<file path="config.mk">
export PLATFORM = sky130hd
export DESIGN_NAME = nand_seq
export DESIGN_NICKNAME = d
export VERILOG_FILES = /design/src/rtl/nand_seq_pkg.sv /design/src/rtl/nand_seq_regs.sv /design/src/rtl/nand_seq_fsm.sv /design/src/rtl/nand_seq.sv
export SDC_FILE = /design/constraint.sdc
export NUM_CORES = 1
export LEC_CHECK = 0
export BUFFER_PORTS_ARGS = -buffer_cell sky130_fd_sc_hd__buf_2
export CORE_UTILIZATION = 50
export DETAILED_ROUTE_END_ITERATION = 10
export PLACE_DENSITY_LB_ADDON = 0.08
export SYNTH_ARGS = -nofsm -noshare
export SYNTH_HDL_FRONTEND = slang
export SYNTH_HIERARCHICAL = 1
export SYNTH_SLANG_ARGS = --single-unit
export TNS_END_PERCENT = 10
</file>
<file path="constraint.sdc">
create_clock -name clk_i -period 6.3 [get_ports clk_i]
set_input_delay 1.26 -clock clk_i [delete_from_list [all_inputs] [get_ports clk_i]]
set_output_delay 1.26 -clock clk_i [all_outputs]
set_load 0.05 [all_outputs]
</file>
<file path="src/rtl/nand_seq_pkg.sv">
package nand_seq_pkg;
  typedef enum logic [2:0] {
    PH_IDLE, PH_SETUP, PH_STROBE, PH_HOLD, PH_WAIT, PH_DONE
  } phase_e;

  localparam logic [2:0] RA_DATA = 3'd0;
  localparam logic [2:0] RA_ADDR = 3'd1;
  localparam logic [2:0] RA_CMD  = 3'd2;
  localparam logic [2:0] RA_CTRL = 3'd3;
  localparam logic [2:0] RA_CFG  = 3'd4;
  localparam logic [2:0] RA_STAT = 3'd5;
  localparam logic [2:0] RA_TIME = 3'd6;

  // field slots within one half of the timing word
  localparam int F_SETUP = 0;
  localparam int F_HOLD  = 1;
  localparam int F_WIDTH = 2;
  localparam int F_WAIT  = 3;
endpackage

</file>
<file path="src/rtl/nand_seq_regs.sv">
module nand_seq_regs #(
  parameter int TW_W          = 32,
  parameter int CFG_CE_BIT    = 5,
  parameter int CTRL_SRST_BIT = 2
) (
  input  logic            clk_i,
  input  logic            rst_ni,
  input  logic            cfg_we_i,
  input  logic            ctrl_we_i,
  input  logic            tim_we_i,
  input  logic [TW_W-1:0] wdata_i,
  input  logic            rdy_upd_i,
  input  logic            rb_i,
  output logic            ce_force_o,
  output logic [TW_W-1:0] tim_o,
  output logic            rdy_o,
  output logic            srst_o
);
  assign srst_o = ctrl_we_i && wdata_i[CTRL_SRST_BIT];

  always_ff @(posedge clk_i or negedge rst_ni) begin
    if (!rst_ni) begin
      ce_force_o <= 1'b0;
      tim_o      <= '0;
      rdy_o      <= 1'b0;
    end else begin
      if (srst_o)        ce_force_o <= 1'b0;
      else if (cfg_we_i) ce_force_o <= wdata_i[CFG_CE_BIT];
      if (tim_we_i)      tim_o <= wdata_i;
      if (rdy_upd_i)     rdy_o <= rb_i;
    end
  end
endmodule

</file>
<file path="src/rtl/nand_seq_fsm.sv">
module nand_seq_fsm
  import nand_seq_pkg::*;
#(
  parameter int FIELD_W = 4
) (
  input  logic                 clk_i,
  input  logic                 rst_ni,
  input  logic                 srst_i,
  input  logic                 start_i,
  input  logic [4*FIELD_W-1:0] tim_i,
  output phase_e               phase_o,
  output logic                 strobe_end_o,
  output logic                 wait_end_o
);
  localparam int HALF_W = 4 * FIELD_W;
  localparam int CNT_W  = FIELD_W + 1;

  phase_e             phase_q;
  logic [CNT_W-1:0]   cnt_q;
  logic [HALF_W-1:0]  tim_q;
  logic               cnt_zero;
  logic [FIELD_W-1:0] wait_f;

  function automatic logic [FIELD_W-1:0] get_fld(input logic [HALF_W-1:0] t, input int idx);
    return t[idx*FIELD_W +: FIELD_W];
  endfunction

  assign cnt_zero     = (cnt_q == '0);
  assign wait_f       = get_fld(tim_q, F_WAIT);
  assign strobe_end_o = (phase_q == PH_STROBE) && cnt_zero;
  assign wait_end_o   = cnt_zero && (((phase_q == PH_HOLD) && (wait_f == '0)) ||
                                     (phase_q == PH_WAIT));
  assign phase_o      = phase_q;

  always_ff @(posedge clk_i or negedge rst_ni) begin
    if (!rst_ni) begin
      phase_q <= PH_IDLE;
      cnt_q   <= '0;
      tim_q   <= '0;
    end else if (srst_i) begin
      phase_q <= PH_IDLE;
      cnt_q   <= '0;
    end else begin
      case (phase_q)
        PH_IDLE: if (start_i) begin
          phase_q <= PH_SETUP;
          tim_q   <= tim_i;
          cnt_q   <= CNT_W'(get_fld(tim_i, F_SETUP));
        end
        PH_SETUP: if (cnt_zero) begin
          phase_q <= PH_STROBE;
          cnt_q   <= CNT_W'(get_fld(tim_q, F_WIDTH));
        end else cnt_q <= cnt_q - 1'b1;
        PH_STROBE: if (cnt_zero) begin
          phase_q <= PH_HOLD;
          cnt_q   <= CNT_W'(get_fld(tim_q, F_HOLD));
        end else cnt_q <= cnt_q - 1'b1;
        PH_HOLD: if (cnt_zero) begin
          if (wait_f == '0) phase_q <= PH_DONE;
          else begin
            phase_q <= PH_WAIT;
            cnt_q   <= {wait_f, 1'b0} - CNT_W'(1);
          end
        end else cnt_q <= cnt_q - 1'b1;
        PH_WAIT: if (cnt_zero) phase_q <= PH_DONE;
                 else cnt_q <= cnt_q - 1'b1;
        default: phase_q <= PH_IDLE;
      endcase
    end
  end

  p_setup_len_r7: assert property (@(posedge clk_i) disable iff (!rst_ni)
    (phase_q == PH_SETUP && !cnt_zero && !srst_i) |=> phase_q == PH_SETUP);
  p_done_once_r11: assert property (@(posedge clk_i) disable iff (!rst_ni)
    (phase_q == PH_DONE) |=> phase_q == PH_IDLE);
endmodule

</file>
<file path="src/rtl/nand_seq.sv">
module nand_seq
  import nand_seq_pkg::*;
#(
  parameter int DQ_W    = 8,
  parameter int FIELD_W = 4
) (
  input  logic              clk_i,
  input  logic              rst_ni,
  input  logic              acc_valid_i,
  input  logic              acc_we_i,
  input  logic [2:0]        acc_addr_i,
  input  logic [8*FIELD_W-1:0] acc_wdata_i,
  output logic [8*FIELD_W-1:0] acc_rdata_o,
  output logic              acc_ready_o,
  output logic              busy_o,
  output logic              nand_ready_o,
  output logic              nand_ce_no,
  output logic              nand_cle_o,
  output logic              nand_ale_o,
  output logic              nand_we_no,
  output logic              nand_re_no,
  output logic [DQ_W-1:0]   nand_dq_o,
  output logic              nand_dq_oe_o,
  input  logic [DQ_W-1:0]   nand_dq_i,
  input  logic              nand_rb_i
);
  localparam int TW_W   = 8 * FIELD_W;
  localparam int HALF_W = 4 * FIELD_W;
  localparam int CE_BIT = 5;

  phase_e            phase;
  logic              port_op, start, active, strobe_end, wait_end;
  logic              cfg_we, ctrl_we, tim_we, srst, ce_force, rdy;
  logic [TW_W-1:0]   tim;
  logic [HALF_W-1:0] tim_sel;
  logic              op_rd_q, op_cle_q, op_ale_q;
  logic [DQ_W-1:0]   byte_q, rd_q;

  assign port_op = acc_valid_i && ((acc_addr_i == RA_DATA) ||
                   (acc_we_i && (acc_addr_i == RA_ADDR || acc_addr_i == RA_CMD)));
  assign start   = port_op && (phase == PH_IDLE);
  assign cfg_we  = acc_valid_i && acc_we_i && (acc_addr_i == RA_CFG);
  assign ctrl_we = acc_valid_i && acc_we_i && (acc_addr_i == RA_CTRL);
  assign tim_we  = acc_valid_i && acc_we_i && (acc_addr_i == RA_TIME);
  assign tim_sel = acc_we_i ? tim[TW_W-1:HALF_W] : tim[HALF_W-1:0];

  nand_seq_regs #(.TW_W(TW_W), .CFG_CE_BIT(CE_BIT), .CTRL_SRST_BIT(2)) u_regs (
    .clk_i, .rst_ni,
    .cfg_we_i(cfg_we), .ctrl_we_i(ctrl_we), .tim_we_i(tim_we),
    .wdata_i(acc_wdata_i),
    .rdy_upd_i((phase == PH_IDLE && !start) || wait_end || phase == PH_DONE),
    .rb_i(nand_rb_i),
    .ce_force_o(ce_force), .tim_o(tim), .rdy_o(rdy), .srst_o(srst)
  );

  nand_seq_fsm #(.FIELD_W(FIELD_W)) u_fsm (
    .clk_i, .rst_ni, .srst_i(srst), .start_i(start), .tim_i(tim_sel),
    .phase_o(phase), .strobe_end_o(strobe_end), .wait_end_o(wait_end)
  );

  always_ff @(posedge clk_i or negedge rst_ni) begin
    if (!rst_ni) begin
      op_rd_q  <= 1'b0;
      op_cle_q <= 1'b0;
      op_ale_q <= 1'b0;
      byte_q   <= '0;
      rd_q     <= '0;
    end else begin
      if (start) begin
        op_rd_q  <= !acc_we_i;
        op_cle_q <= (acc_addr_i == RA_CMD);
        op_ale_q <= (acc_addr_i == RA_ADDR);
        byte_q   <= acc_wdata_i[DQ_W-1:0];
      end
      if (strobe_end && op_rd_q) rd_q <= nand_dq_i;
    end
  end

  assign active       = (phase == PH_SETUP) || (phase == PH_STROBE) || (phase == PH_HOLD);
  assign nand_cle_o   = active && op_cle_q;
  assign nand_ale_o   = active && op_ale_q;
  assign nand_we_no   = !((phase == PH_STROBE) && !op_rd_q);
  assign nand_re_no   = !((phase == PH_STROBE) && op_rd_q);
  assign nand_dq_oe_o = active && !op_rd_q;
  assign nand_dq_o    = byte_q;
  assign nand_ce_no   = !ce_force;
  assign busy_o       = (phase != PH_IDLE);
  assign nand_ready_o = rdy;
  assign acc_ready_o  = !port_op || (phase == PH_DONE);

  always_comb begin
    acc_rdata_o = '0;
    case (acc_addr_i)
      RA_DATA: acc_rdata_o = TW_W'(rd_q);
      RA_CFG:  acc_rdata_o[CE_BIT] = ce_force;
      RA_STAT: acc_rdata_o[0] = rdy;
      RA_TIME: acc_rdata_o = tim;
      default: acc_rdata_o = '0;
    endcase
  end

  logic mid;
  assign mid = active || (phase == PH_WAIT);

  p_one_strobe_r5: assert property (@(posedge clk_i) disable iff (!rst_ni)
    !(!nand_we_no && !nand_re_no));
  p_cle_ale_excl_r3: assert property (@(posedge clk_i) disable iff (!rst_ni)
    !(nand_cle_o && nand_ale_o));
  p_rdy_frozen_r9: assert property (@(posedge clk_i) disable iff (!rst_ni)
    (mid && $past(mid)) |-> $stable(nand_ready_o));
  p_capture_edge_r6: assert property (@(posedge clk_i) disable iff (!rst_ni || srst)
    (strobe_end && op_rd_q) |=> nand_re_no);
  p_read_no_drive_r6: assert property (@(posedge clk_i) disable iff (!rst_ni)
    !nand_re_no |-> !nand_dq_oe_o);
endmodule

</file>
==> results of run 1 <==
-- area by class of cell --
cell class | instances | area, um^2 | area share
clock buffers | 13 | 169 | 0.0350
repair buffers | 98 | 498 | 0.103
clock inverters | 3 | 46.3 | 0.00961
flip-flops and latches | 73 | 1830 | 0.379
well taps | 102 | 128 | 0.0265
inverters | 11 | 41.3 | 0.00857
multi-input cells | 246 | 2110 | 0.438
-- cell usage in the layout (no fill, tap or decap), types with 2 or more instances in the layout --
master    instances
mux2_2           40
nor3_1            7
mux2i_1           3
nand3_1           5
a21oi_1          10
nand2_1          15
buf_4             3
or2_2             3
nor2_1           20
a32o_1            2
and2_1           29
a31oi_1           3
nand4_1           2
clkbuf_8         12
o21ai_0           6
inv_1            11
nor4_1            2
buf_2            95
o211ai_1          3
a22o_1            3
dfrtp_1          73
xor2_1            3
o22ai_1           4
nor3b_1           3
mux2_4           39
xnor2_1           3
nand2b_1          4
a22oi_1           7
o31ai_1           2
ha_1              2
and3_1            2
nor2b_1           3
-- worst register-to-register path, cell delays in order (launching register included) --
cell     delay, ps
dfrtp_1        680
or3_4          540
nor3_1         380
nand3_1        540
mux2_2         460
-- per-layer routing --
layer,GRT usage,up-vias
li1,-,1428
met1,0.314,1438
met2,0.343,86
met3,0.0333,11
met4,0.0974,0
met5,0,-
-- state kept, by name, summed over array words and instances, names as in the netlist --
register           cells
u_regs/tim_o          32
u_fsm/tim_q           12
nand_dq_o              8
rd_q                   8
u_fsm/cnt_q            5
u_fsm/phase_o          3
op_ale_q               1
op_cle_q               1
op_rd_q                1
u_regs/ce_force_o      1
u_regs/rdy_o           1
-- cell families (layout without fill, tap and decap cells) --
kind of cell,Yosys count,in the layout
mux,82,82
fa+ha+maj,2,2
compound gates,49,49
flops,73,73
buf+inv,37,125
simple gates,107,107
xor+xnor,6,6
-- power by group through the flow --
stage	sequential [mW]	combinational, mW	clock (mW)
finish	0.804	0.942	0.396
global route	0.832	1.02	0.424
CTS	0.803	0.943	0.402
detailed placement	0.810	0.939	0
global placement	0.804	0.928	0
floorplan	0.831	0.716	0
-- metrics by stage --
step                      setup WS [ps]  utilization  hold WS (ps)
final                              2610        0.611           506
after global routing               2460        0.611           523
after CTS                          2590        0.611           510
after detailed placement           2600        0.584           485
after global placement             2630        0.584           489
after floorplan                    2400            -           473
-- final timing paths --
check,startpoint,to,cells after the start
setup / recovery,acc_we_i,acc_ready_o,6
hold / removal,op_cle_q$_DFFE_PN0P_,op_cle_q$_DFFE_PN0P_,1
setup reg to reg,u_fsm/phase_o[0]$_DFFE_PN0P_,u_fsm/tim_q[6]$_DFFE_PN0P_,4
hold reg to reg,op_cle_q$_DFFE_PN0P_,op_cle_q$_DFFE_PN0P_,1
max in group asynchronous,rst_ni,u_fsm/tim_q[8]$_DFFE_PN0P_,1
min in group asynchronous,rst_ni,nand_dq_o[4]$_DFFE_PN0P_,1
-- Yosys cell counts (2+ instances only) --
| cell | instances |
|---|---|
| dfrtp_1 | 73 |
| mux2_2 | 40 |
| mux2_4 | 39 |
| and2_1 | 29 |
| nor2_1 | 20 |
| nand2_1 | 15 |
| clkbuf_1 | 12 |
| inv_1 | 11 |
| a21oi_1 | 10 |
| nor3_1 | 8 |
| a22oi_1 | 7 |
| buf_2 | 6 |
| o21ai_0 | 6 |
| nand3_1 | 5 |
| buf_12 | 4 |
| nand2b_1 | 4 |
| o22ai_1 | 4 |
| a22o_1 | 3 |
| a31oi_1 | 3 |
| buf_6 | 3 |
| mux2i_1 | 3 |
| nor2b_1 | 3 |
| nor3b_1 | 3 |
| o211ai_1 | 3 |
| or2_2 | 3 |
| xnor2_1 | 3 |
| xor2_1 | 3 |
| a32o_1 | 2 |
| and3_1 | 2 |
| ha_1 | 2 |
| nand4_1 | 2 |
| nor4_1 | 2 |
| o31ai_1 | 2 |
==> results.md, run 1 <==
* Outcome: finished clean
* Clock tree buffer depth at 2
* Critical path buffer and inverter count at 2
* Max-cap viol count at 0
* Die footprint at 8700 um^2
* R2R setup slack at 3590 ps
* Top-area cell type share of the netlist area at 0.438
* Critical-path cell list: buf_2 -> nor2b_1 -> o21a_1 -> nor2_1 -> o21ai_0 -> buf_2
* Switching share of power at 0.407
* Top sig layer: met4
* Crit Path Class: input pin to output pin
* Worst-Skew Late Latency at 350 ps
* F_max at 0.271 GHz
* Simple-gate share of the synthesized area at 0.148
* Slowest CP cell: buf_2
* Routed length per instance at 16.4 um
* Seq/Total Area, Yosys at 0.438
* Core area at 7890 um^2
* Main combinational cell family by area after synthesis: multiplexers
* Distinct cell type count after synthesis at 54
* First-pass GRT wire length at 14900 um
* Vias per inst at 5.43
* Final #Nets at 489
* Cell count after placement at 530
* Syn Area/Cell at 11.7 um^2
* Synthesized-area fraction occupied by adder cells at 0.00601
* Inserted Clock Buffers at 9
* Dpl hpwl at 6250 um
* Final instance area at 4820 um^2
* Final Hold Viols at 0
* Combinational power share at 0.440
* Pwr Density at 445 nW/um^2
* Post-Syn Area at 4170 um^2
* Total via count in the routed design at 2963
* Syn Nets at 406
* Port Buf Inserts at 96
* Area Overhead vs Synth at 15.7%
* Critical Path End Type: output pin
* Hold crit path type: flop to flop
* Final setup vio count at 0
* Chip width at 93.3 um
* Clk pwr share at 0.185
* Synth warnings at 6
* Crit path time final at 3690 ps
* Worst vdd ir at 0.000173 V
* Number of I/O pins at 97
* Die height at 93.3 um
* Htree depth at 3
* Largest net degree at the start of global routing at 74
* CP startpoint kind: input pin
* Post-synthesis cell count at 356
* Largest delay share family, worst path: buffers and inverters
* Post-CTS setup buffers at 0
* Mux share of post-synthesis cell area at 0.256
* CTS Sinks at 73
* Critical path's largest stage delay at 390 ps
* Initial Util at 0.528
* WL met3 at 429 um
* CTS tree: yes
* DRC errors left at 0
* # rows at 32
* Period utilization at 0.585
* Vias in the first global route at 2950
* Crit Path Max Fanout at 20
* Power consumption at 2.14 mW
* Synth area leaders: dfrtp_1 44%, mux2_4 14%, mux2_2 11%
* Yosys top cell by area: dfrtp_1
* Ant. Diodes at 0
* Pleak at 2.30 nW
* Post-synth EDFFs at 0
* Met1 WL at 4220 um
* Clock Skews at 10.5 ps
* Reg clk slew, reported paths at 80 ps
* Slew Viols, Final at 0
* CP most frequent cell: buf_2
* Slew headroom at 0.396
* Synth Area in XOR/XNOR at 0.0126
* Final setup TNS at 0 ps
* Clk root buf: clkbuf_8
* Asr flop ratio synth at 1.00
* Gr usage total at 0.223
* Gpl congestion at 0.898
* Pre-antenna DRT Iters at 4
* Routed WL at 8960 um
* Initial DRC count at 148
* NetSw at 0.872 mW
* RSZ-0062 raised after global routing: false
* Resize count post-CTS at 0
* Synth Register Bits at 73
* CP required at 5040 ps
* Layout filler cell count at 675
* Met2 Routed Length at 4170 um
* Post-Place Cell Area at 4600 um^2
* Compound-Gate Fraction of Synth Area at 0.0829
* Top_reg_cell synth: dfrtp_1
* Routed Antenna Nets at 0
* Worst Tran Pin Value at 906 ps
* Worst Path Arrival at 2430 ps
* Initial antenna violation count at 0
* Final non-filler cell total at 546
* Hold_buf cts at 0
* Reg power frac at 0.375
* Int Power at 1.27 mW
* Grt total ovfl at 0
* Fraction of layout cells with a size suffix above 1 at 0.457
No activity file was read; power rests on OpenSTA's default activity.
==> run 2, diff against run 1 <==
- CORE_UTILIZATION: 50 -> 49
- clock period: 6.3 -> 3.35 ns (I/O delays scaled with it)
==> run 2 against run 1 <==
Against the previous run:
- worst setup slack lost 1800 ps
- hold slack better by 1.7 ps
- register-to-register slack worse by 2700 ps
- critical path depth down 1
- clock-buffer cell count fell by 4
- clock skew increased by 0.68 ps
- wire length is 2.1% higher
- die area is 2.0% higher
- power rose by 93%
- non-clock buffer count is 5 higher
- critical path type unchanged
- largest cell class unchanged
- largest power group unchanged
- highest routed layer unchanged
==> results.md, run 2 (synthesis gave the netlist of run 1 again) <==
* Largest net degree at the start of global routing at 74 (unchanged)
* Number of I/O pins at 97 (unchanged)
* Crit path depth at 5 (-1)
* Worst Path Arrival at 1860 ps (-570 ps)
* CTS Sinks at 73 (unchanged)
* Setup WS pre-CTS at 641 ps (-1960 ps)
* RSZ-0062 raised after global routing: false
* Reg clk slew, reported paths at 80 ps (about the same)
* Slew Viols, Final at 0 (unchanged)
* Power consumption at 4.14 mW (+93%)
* Clk root buf: clkbuf_8
* Critical Path End Type: output pin
* Routed length per instance at 16.5 um (+0.77%)
* Core area at 8220 um^2 (+4.2%)
* Die height at 94.2 um (+0.99%)
* Fraction of layout cells with a size suffix above 1 at 0.464 (+0.00708)
* Final non-filler cell total at 553 (+1.3%)
* Biggest register: u_regs/tim_o
* Initial DRC count at 142 (-4.1%)
* Cell count after placement at 538 (+1.5%)
* Final Hold Viols at 0 (unchanged)
* Largest delay share family, worst path: buffers and inverters
* Resize count post-CTS at 0 (unchanged)
* Max-cap viol count at 0 (unchanged)
* # rows at 33 (+3.1%)
* CP most frequent cell: buf_2
* Fin Hold WS at 508 ps (+1.75 ps)
* Worst vdd ir at 0.000252 V (+46%)
* Slowest CP cell: nor2_1
* Worst Hold Path Cells at 1 (unchanged)
* Clock tree buffer depth at 2 (unchanged)
* Vias in the first global route at 2903 (-1.6%)
* Initial Util at 0.507 (-0.0212)
* Htree depth at 3 (unchanged)
* Crit Path Class: input pin to output pin
* Inserted Clock Buffers at 9 (unchanged)
* Worst R2R Path Depth at 6 (+2)
* Period utilization at 0.756
* Grt total ovfl at 0 (unchanged)
* Chip width at 94.2 um (+0.99%)
* Outcome: finished clean
* Gpl congestion at 0.811 (-9.6%)
* Critical path buffer and inverter count at 2 (unchanged)
* CP required at 2680 ps (-2360 ps)
* Port Buf Inserts at 96 (unchanged)
* Final setup TNS at 0 ps (unchanged)
* Vias per inst at 5.44 (+0.33%)
* Gr usage total at 0.221 (-0.00260)
* Initial antenna violation count at 0 (unchanged)
* Pre-antenna DRT Iters at 4 (unchanged)
* Largest registers: u_regs/tim_o x32, u_fsm/tim_q x12
* Post-CTS setup buffers at 0 (unchanged)
* Hold crit path type: flop to flop
* Dpl hpwl at 6480 um (+3.8%)
* Final setup vio count at 0 (unchanged)
* CP startpoint kind: input pin
* Crit path time final at 2530 ps
* CTS tree: yes
* Worst-Skew Late Latency at 340 ps (about the same)
* Slew headroom at 0.397 (+0.00117)
* F_max at 0.395 GHz
* Crit Path Max Fanout at 10 (-50%)
* Routed Antenna Nets at 0 (unchanged)
* Pwr Density at 848 nW/um^2 (+91%)
* Final WS setup at 817 ps (-1790 ps)
* Commonest cells after routing, fill and taps aside: 96 x buf_2, 73 x dfrtp_1, 40 x mux2_2, 39 x mux2_4, 29 x and2_1
* Ant. Diodes at 0 (unchanged)
* Critical path's largest stage delay at 390 ps (about the same)
* Worst Tran Pin Value at 904 ps (-1.75 ps)
* Final #Nets at 494 (+1.0%)
* First-pass GRT wire length at 14900 um (-0.18%)
* Die footprint at 8880 um^2 (+2.0%)
* Hold_buf cts at 0 (unchanged)
* Critical-path cell list: buf_2 -> nor2_1 -> a22oi_1 -> o22ai_1 -> buf_2
* Pleak at 2.34 nW (+1.6%)
* Most common cell after layout, fill and taps aside: buf_2
* Clock Skews at 11.1 ps (+0.675 ps)
* Total via count in the routed design at 3011 (+1.6%)
* Area Overhead vs Synth at 17.2%
* Routed WL at 9150 um (+2.1%)
* Layout filler cell count at 723 (+7.1%)
* Max FFs per register at 32 (unchanged)
* DRC errors left at 0 (unchanged)
-- run 2: metrics by stage --
stage | util | instance area, um^2
after CTS | 0.594 | 4880
after detailed placement | 0.565 | 4640
after floorplan | - | 4170
after global routing | 0.594 | 4880
after global placement | 0.565 | 4640
final | 0.594 | 4880
-- run 2: path summary, 6_finish.rpt --
check                                                 from                           end  slack, ps
worst min register to register    nand_dq_o[7]$_DFFE_PN0P_      nand_dq_o[7]$_DFFE_PN0P_        510
worst max-delay path                         acc_addr_i[1]                acc_rdata_o[0]        820
max in group asynchronous                           rst_ni  u_regs/tim_o[26]$_DFFE_PN0P_       2230
min in group asynchronous                           rst_ni           rd_q[4]$_DFFE_PN0P_        530
worst max register to register  u_fsm/cnt_q[0]$_DFFE_PN0P_           rd_q[2]$_DFFE_PN0P_        870
worst min-delay path              nand_dq_o[7]$_DFFE_PN0P_      nand_dq_o[7]$_DFFE_PN0P_        510
-- run 2: layout make-up --
| class | count | area [um^2] | share of cell area |
|---|---|---|---|
| Multi-Input combinational cell | 246 | 2110 | 0.432 |
| Timing Repair Buffer | 103 | 533 | 0.109 |
| Clock inverter | 6 | 116 | 0.0238 |
| Clock buffer | 9 | 124 | 0.0254 |
| Sequential cell | 73 | 1830 | 0.374 |
| Tap cell | 105 | 131 | 0.0269 |
| Inverter | 11 | 41.3 | 0.00846 |
-- run 2: report_power, final --
part           total, mW  internal, mW  switching, mW
sequential          1.42          1.19          0.229
combinational       1.89         0.806           1.08
clock              0.835         0.496          0.339
-- run 2: layer usage --
layer	GRT usage	part of all wire	vias up
met5	0	0	-
met4	0.0731	0.011	0
met3	0.0299	0.046	8
met2	0.372	0.50	95
met1	0.290	0.45	1472
li1	-	-	1436
